===== src/rtl/rts_pkg.sv =====
package rts_pkg;

    localparam int NUM_SRC = 4;

    // Token chain, active low. The packed order matches the status word:
    // bit 0 header ... bit 4 complete.
    typedef struct packed {
        logic cmp_n;
        logic trl_n;
        logic msk_n;
        logic dat_n;
        logic hdr_n;
    } token_t;

    localparam token_t TOK_IDLE = '{cmp_n: 1'b0, trl_n: 1'b1, msk_n: 1'b1,
                                    dat_n: 1'b1, hdr_n: 1'b1};

    // A select is high when its own token is active and the next one is not.
    function automatic logic [NUM_SRC-1:0] spy_select(token_t t);
        logic [NUM_SRC:0] chain;
        logic [NUM_SRC-1:0] s;
        chain = t;
        for (int i = 0; i < NUM_SRC; i++)
            s[i] = !chain[i] && chain[i+1];
        return s;
    endfunction

endpackage


===== src/rtl/rts_limit_counter.sv =====
module rts_limit_counter #(
    parameter int W = 8
) (
    input  logic         clk,
    input  logic         rst,
    input  logic         clr,
    input  logic         step,
    input  logic [W-1:0] limit,
    output logic [W-1:0] count,
    output logic         hit
);
    assign hit = (count == limit);

    always_ff @(posedge clk) begin
        if (rst || clr)
            count <= '0;
        else if (step && !hit)
            count <= count + 1'b1;
    end

    // Counter never runs past its limit
    no_pass_limit_chk: assert property (@(posedge clk) disable iff (rst)
        (hit && !clr) |=> (count == $past(count)));
endmodule


===== src/rtl/rts_token_chain.sv =====
module rts_token_chain
    import rts_pkg::*;
#(
    parameter int CNT_W  = 8,
    parameter int MASK_W = 8
) (
    input  logic              clk,
    input  logic              rst,
    input  logic              l1_accept,
    input  logic              hdr_done,
    input  logic              strobe_in,
    input  logic              trl_done,
    input  logic [CNT_W-1:0]  exp_words,
    input  logic [MASK_W-1:0] mask_cycles,
    output token_t            tok,
    output logic [CNT_W-1:0]  rx_count,
    output logic              overrun
);
    logic [NUM_SRC-1:0] phase;
    logic idle, start, in_hdr, in_dat, in_msk, in_trl;
    logic dat_hit, msk_hit;
    logic [MASK_W-1:0] msk_count;

    assign phase  = spy_select(tok);
    assign in_hdr = phase[0];
    assign in_dat = phase[1];
    assign in_msk = phase[2];
    assign in_trl = phase[3];
    assign idle   = !tok.cmp_n;
    assign start  = idle && l1_accept;

    rts_limit_counter #(.W(CNT_W)) u_dat_cnt (
        .clk(clk), .rst(rst), .clr(start), .step(in_dat && strobe_in),
        .limit(exp_words), .count(rx_count), .hit(dat_hit)
    );

    rts_limit_counter #(.W(MASK_W)) u_msk_cnt (
        .clk(clk), .rst(rst), .clr(!in_msk), .step(in_msk),
        .limit(mask_cycles), .count(msk_count), .hit(msk_hit)
    );

    always_ff @(posedge clk) begin
        if (rst) begin
            tok     <= TOK_IDLE;
            overrun <= 1'b0;
        end else begin
            if (l1_accept && !idle)
                overrun <= 1'b1;
            if (start) begin
                tok.hdr_n <= 1'b0;
                tok.cmp_n <= 1'b1;
            end
            if (in_hdr && hdr_done)
                tok.dat_n <= 1'b0;
            if (in_dat && dat_hit)
                tok.msk_n <= 1'b0;
            if (in_msk && msk_hit)
                tok.trl_n <= 1'b0;
            if (in_trl && trl_done)
                tok <= TOK_IDLE;
        end
    end


    start_hdr_chk: assert property (@(posedge clk) disable iff (rst)
        (idle && l1_accept) |=> (!tok.hdr_n && tok.cmp_n));

    data_end_chk: assert property (@(posedge clk) disable iff (rst)
        (in_dat && rx_count == exp_words) |=> !tok.msk_n);

    trl_end_chk: assert property (@(posedge clk) disable iff (rst)
        (in_trl && trl_done) |=> (tok == TOK_IDLE));

    overrun_sticky_chk: assert property (@(posedge clk) disable iff (rst)
        overrun |=> overrun);

    busy_accept_chk: assert property (@(posedge clk) disable iff (rst)
        (!idle && l1_accept) |=> overrun);
endmodule


===== src/rtl/rts_src_mux.sv =====
module rts_src_mux #(
    parameter int NSRC = 4,
    parameter int DW   = 16
) (
    input  logic [NSRC-1:0] sel,
    input  logic [DW-1:0]   src_data [NSRC],
    input  logic [NSRC-1:0] src_valid,
    output logic [DW-1:0]   out_data,
    output logic            out_valid
);
    logic [DW-1:0] gated [NSRC];

    for (genvar g = 0; g < NSRC; g++) begin : g_gate
        assign gated[g] = sel[g] ? src_data[g] : '0;
    end

    always_comb begin
        out_data = '0;
        for (int i = 0; i < NSRC; i++)
            out_data = out_data | gated[i];
    end

    assign out_valid = |(sel & src_valid);


    sel_onehot_chk: assert final ($onehot0(sel));
endmodule


===== src/rtl/readout_token_seq.sv =====
module readout_token_seq
    import rts_pkg::*;
#(
    parameter int DATA_W = 16,
    parameter int CNT_W  = 8,
    parameter int MASK_W = 8
) (
    input  logic              clk,
    input  logic              rst,
    input  logic              l1_accept,
    input  logic              hdr_done,
    input  logic              strobe_in,
    input  logic              trl_done,
    input  logic [CNT_W-1:0]  exp_words,
    input  logic [MASK_W-1:0] mask_cycles,
    input  logic [DATA_W-1:0] hdr_data,
    input  logic              hdr_valid,
    input  logic [DATA_W-1:0] twr_data,
    input  logic              twr_valid,
    input  logic [DATA_W-1:0] msk_data,
    input  logic              msk_valid,
    input  logic [DATA_W-1:0] trl_data,
    input  logic              trl_valid,
    output logic [DATA_W-1:0] out_data,
    output logic              out_valid,
    output logic [NUM_SRC-1:0] src_sel,
    output logic [4:0]        status,
    output logic [CNT_W-1:0]  rx_count,
    output logic              overrun
);
    token_t tok;
    logic [DATA_W-1:0] src_d [NUM_SRC];

    rts_token_chain #(.CNT_W(CNT_W), .MASK_W(MASK_W)) u_chain (
        .clk(clk), .rst(rst), .l1_accept(l1_accept), .hdr_done(hdr_done),
        .strobe_in(strobe_in), .trl_done(trl_done), .exp_words(exp_words),
        .mask_cycles(mask_cycles), .tok(tok), .rx_count(rx_count),
        .overrun(overrun)
    );

    assign src_sel = spy_select(tok);
    assign status  = tok;

    assign src_d[0] = hdr_data;
    assign src_d[1] = twr_data;
    assign src_d[2] = msk_data;
    assign src_d[3] = trl_data;

    rts_src_mux #(.NSRC(NUM_SRC), .DW(DATA_W)) u_mux (
        .sel(src_sel), .src_data(src_d),
        .src_valid({trl_valid, msk_valid, twr_valid, hdr_valid}),
        .out_data(out_data), .out_valid(out_valid)
    );


    idle_quiet_chk: assert property (@(posedge clk) disable iff (rst)
        !status[4] |-> (!out_valid && out_data == '0));
endmodule


===== config.mk =====
export PLATFORM = sky130hd
export DESIGN_NAME = readout_token_seq
export DESIGN_NICKNAME = d
export VERILOG_FILES = /design/src/rtl/rts_pkg.sv /design/src/rtl/rts_limit_counter.sv /design/src/rtl/rts_token_chain.sv /design/src/rtl/rts_src_mux.sv /design/src/rtl/readout_token_seq.sv
export SDC_FILE = /design/constraint.sdc
export NUM_CORES = 1
export LEC_CHECK = 0
export BUFFER_PORTS_ARGS = -buffer_cell sky130_fd_sc_hd__buf_2
export CAP_MARGIN = 10
export CORE_ASPECT_RATIO = 0.75
export CORE_MARGIN = 1.5
export CORE_UTILIZATION = 25
export CTS_CLUSTER_DIAMETER = 50
export DETAILED_ROUTE_END_ITERATION = 7
export PLACE_DENSITY_LB_ADDON = 0.12
export SLEW_MARGIN = 20
export SYNTH_ARGS = -nofsm -noshare
export SYNTH_HDL_FRONTEND = slang
export SYNTH_SLANG_ARGS = --single-unit

===== constraint.sdc =====
create_clock -name clk -period 2.6 [get_ports clk]
set_clock_uncertainty 0.05 [all_clocks]
set_input_delay 0.26 -clock clk [delete_from_list [all_inputs] [get_ports clk]]
set_output_delay 0.26 -clock clk [all_outputs]
set_load 0.01 [all_outputs]

# Word level (Yosys, flattened, before mapping)
# Cells that the tools add are included.
word_totals:
  regBits: 22
  in_bits: 90
op_classes:
  n_addsub: 2
  n_bitwise: 4
  n_mux: 4
  n_eq_ne: 2
  n_reduce_logical: 25
ops:
  columns: ["op", "count"]
  rows:
  - ["$mux W16", 4]
  - ["$or A16 B16 Y16", 3]
  - ["$add A8 B1 Y8 const B", 2]
  - ["$eq A8 B8 Y1", 2]
  - ["$logic_and A1 B1 Y1", 13]
  - ["$logic_not A1 Y1", 8]
  - ["$and A4 B4 Y4", 1]
  - ["$reduce_or A4 Y1", 1]
  - ["$logic_or A1 B1 Y1", 2]
  - ["$reduce_or A2 Y1", 1]

# Longest topological paths before layout
logic_depth:
  word_depth: 6
  depth_mapped: 5

# Cells and area by module
# From an unflattened synthesis, not the netlist that was laid out.
unflattened:
  cells_unflattened: 204
  area_unflattened_um2: 1808.0
by_module_without_submodules:
  columns: ["mod", "n_inst", "cells_each", "seq_area_each_um2", "area_per_inst_um2"]
  rows:
  - ["rts_limit_counter", 2, 58, 160.2, 511.7]
  - ["rts_src_mux", 1, 59, 0.0, 509.2]
  - ["rts_token_chain", 1, 25, 120.1, 242.7]
  - ["readout_token_seq", 1, 4, 0.0, 32.5]

# Worst setup path before layout
# OpenSTA, ideal clock, no wires.
synth_path:
  kind: "reg2out"
  startpoint: "register, netlist name u_chain.tok[1]"
  endpoint: "output port out_data[10]"
  path_slack_ps: 886
  arrival_time_ps: 1404
  required_ps: 2290
  stages_incl_launch_ff: 6
  path_cell_list: "dfxtp_1 -> nor2b_1 -> clkbuf_1 -> clkbuf_1 -> a22o_1 -> a221o_1"
synth_between:
  elab_cells_between_ends: 8
  classes_between: "2 x mux; 3 x bitwise; 3 x reduce/logical"
synth_rtl:
  columns: ["item", "line", "rtl"]
  rows:
  - ["$logic_and A1 B1 Y1", null, null]
  - ["net u_chain.in_hdr", "rts_token_chain.sv:20", "logic idle, start, in_hdr, in_dat, in_msk, in_trl;"]
  - ["$mux W16", "rts_src_mux.sv:14", "assign gated[g] = sel[g] ? src_data[g] : '0;"]
  - ["$or A16 B16 Y16 (3 in series)", "rts_src_mux.sv:20", "out_data = out_data | gated[i];"]
  - ["end: declaration", "readout_token_seq.sv:24", "output logic [DATA_W-1:0] out_data,"]
# The timed path passes the listed nets, and every way through them passes these cells.

# Worst setup path in the final report
layout_path:
  startpoint: "register, netlist name u_chain.tok[2]"
  endpoint: "output port out_data[0]"
layout_between:
  elab_chain_cells: 5
  elab_cells_between_ends: 8
  classes_between: "2 x mux; 3 x bitwise; 3 x reduce/logical"
layout_lines:
  columns: ["item", "line", "rtl"]
  rows:
  - ["$logic_and A1 B1 Y1 or $logic_not A1 Y1 (tied branches)", "rts_pkg.sv:24", "s[i] = !chain[i] && chain[i+1];"]
  - ["$mux W16 or $logic_and A1 B1 Y1 (tied branches)", "rts_src_mux.sv:14, rts_pkg.sv:24", null]
  - ["$or A16 B16 Y16 or $mux W16 (tied branches)", "rts_src_mux.sv:20, rts_src_mux.sv:14", null]
  - ["$or A16 B16 Y16 (*) (2 in series)", "rts_src_mux.sv:20", null]
# Every way passes the cells marked *; elsewhere a longest branch is shown, timed or not.

==> results by group <==
Cells and area
  – Layout net count: 391
  – Fillers: 636
  – Layout cells sized above 1: 0.456
  – Multi-input logic area: 0.00105 mm²
  – Area added between synthesis and finish: 48.2%
  – Antenna cells: 0
  – Post-route cell area: 0.00232 mm²
  – Sequential Area: 440 µm²
  – Fin util: 0.392

Place
  – Dpl cell area: 0.00225 mm²
  – Hpwl dp: 4.21 mm
  – I/O Buffers: 124
  – Final Wtd Congestion: 0.792
  – Pre-CTS WS: 820 ps

Global routing
  – Remaining global-route overflow: 0
  – Largest net degree at the start of global routing: 23
  – Initial antenna violation count: 0
  – Via count of the first global-routing pass: 1533
  – Total Routing Usage GR: 0.146
  – Global-route wire length before repair: 7.73 mm

Floorplan
  – Initial Utilization: 0.265
  – Die area: 0.00675 mm²
  – CORE AREA: 0.00592 mm²
  – Die Wd: 94.4 µm
  – I/O Pins: 125
  – Site row count: 24
  – Chip height: 71.5 µm

Synthesis
  – Ranking of synthesized cells by area: dfxtp_1 28%, a221o_1 11%, a22o_1 9.5%
  – Most used DFF post-synth: dfxtp_1
  – Syn. warnings: 0
  – Leading cell type by number of instances after synthesis: dfxtp_1
  – Synth Cell Area: 0.00157 mm²
  – Number of synthesized flops with an enable pin: 0
  – Synth top area share: 0.281
  – Synth async-reset ratio: 0
  – Register area share after synthesis: 0.281
  – Yosys top cell by area: dfxtp_1
  – Synth Register Bits: 22
  – Synth cell types: 33
  – Syn_nets: 270
  – Synthesized area per cell: 8.79 µm²
  – Top cells by count, synth: 22 x dfxtp_1, 19 x nand2_1, 17 x a221o_1, 17 x a22o_1, 11 x xor2_1
  – Post-Syn Instances: 178

Worst setup path
  – Crit-path max FO: 21
  – WS Path Type: reg2out
  – CP max stage delay: 390 ps
  – Slowest CP cell: and2b_2
  – Cell family with most CP delay: compound AO/OA/AOI/OAI gates
  – CP required: 2290 ps
  – Type of origin of the critical path: flip-flop
  – Critical path cell sequence: and2b_2 -> a22o_1 -> a221o_1 -> buf_2
  – Critical path arrival: 1680 ps
  – CP endpoint kind: output pin
  – WP buf/inv: 1

CTS
  – Hold_buf cts: 0
  – Num CTS Buffers: 3
  – PostCTS Resize Cnt: 0
  – Clk_lat worst skew: 270 ps
  – Clk buf depth: 2
  – Root Buffer: clkbuf_8
  – Clock Pin Slew Worst Setup and Hold Paths: 90 ps
  – # clock sinks: 22
  – Post-CTS setup buffer count: 0
  – H-tree depth: 1
  – CTS tree: yes

Detailed routing
  – Vias: 1775
  – Routed len/inst: 13.9 µm
  – Drt drc: 0
  – Initial DRT Pass Iterations: 4
  – Routed Antenna Nets: 0
  – Vias per Instance: 4.72
  – Detailed router's first-iteration violation count: 61
  – Final wirelength: 5.24 mm

STA
  – Final Hold Vio Count: 0
  – Slew Limit Fails: 0
  – Fin crit period: 1990 ps
  – Worst-Margin Slew: 435 ps
  – Final TNS setup: 0 ps
  – Final Worst Setup Slack: 606 ps
  – Relative slew margins: 0.710
  – Endpoints failing setup: 0
  – Fmax achieved: 501 MHz
  – RSZ-0062 raised after global routing: false
  – Fin crit share: 0.767

Power and ir drop
  – Maximum vdd drop: 0.154 mV
  – Total power: 884 µW
  – Static Leakage: 1.18 nW
  – Pwr/cell area: 381 mW/mm²

Status
  – Status: complete, no violations

Min path
  – Class of the worst hold path: in2reg

Job
  – Maxcap violations: 0
[cell usage in the layout (no fill, tap or decap), types with 8 or more instances in the layout]
cell type / instances
buf_2: 124
dfxtp_1: 22
nand2_1: 19
a22o_1: 17
a221o_1: 17
xor2_1: 11
nand2b_1: 9
mux2i_1: 9
xnor2_1: 8
[area by class of cell]
type	instances	share of cell area
clock buffers	3	0.0178
clock inverters	1	0.0129
inverters	3	0.00485
multi-input cells	141	0.452
flip-flops and latches	22	0.190
well taps	78	0.0421
repair buffers	128	0.280
[state kept, by name (all words and copies together) (netlist names)]
register and flops:
u_chain.u_msk_cnt.count 8, u_chain.overrun 1, u_chain.tok 5, u_chain.u_dat_cnt.count 8
[final timing paths]
check	startpoint	to	slack, ps	cells after the start
worst max-delay path	u_chain.tok[2]	out_data[0]	610	4
worst min-delay path	rst	u_chain.overrun	170	2
worst max register to register	u_chain.tok[2]	u_chain.u_msk_cnt.count[3]	820	4
worst min register to register	u_chain.tok[3]	u_chain.tok[3]	440	2
[routing by layer]
| layer | track usage | part of all wire |
|---|---|---|
| met3 | 0.0372 | 0.088 |
| met5 | 0 | 0 |
| met4 | 0.0199 | 0.0027 |
| met1 | 0.212 | 0.47 |
| met2 | 0.223 | 0.44 |
[cells by family after synthesis]
logic type / synth area share
AO/OA/AOI/OAI: 0.283
XOR/XNOR: 0.106
adder cells (fa/ha/maj): 0.0160
multiplexers: 0.0576
AND/OR/NAND/NOR: 0.207
buffers and inverters: 0.0488
flip-flops: 0.281
[stage by stage]
step / cells / hold WS (ps)
global route: 376 / 181
finish: 376 / 169
detailed placement: 372 / 418
global placement: 372 / 402
floorplan: 178 / 282
CTS: 376 / 166
[where the power goes]
group	total [mW]	switching [mW]	internal [mW]
registers	0.347	0.00533	0.342
clock network	0.326	0.121	0.206
logic	0.211	0.0948	0.116
total	0.884	0.221	0.664
(Power assumes the default switching activity.)
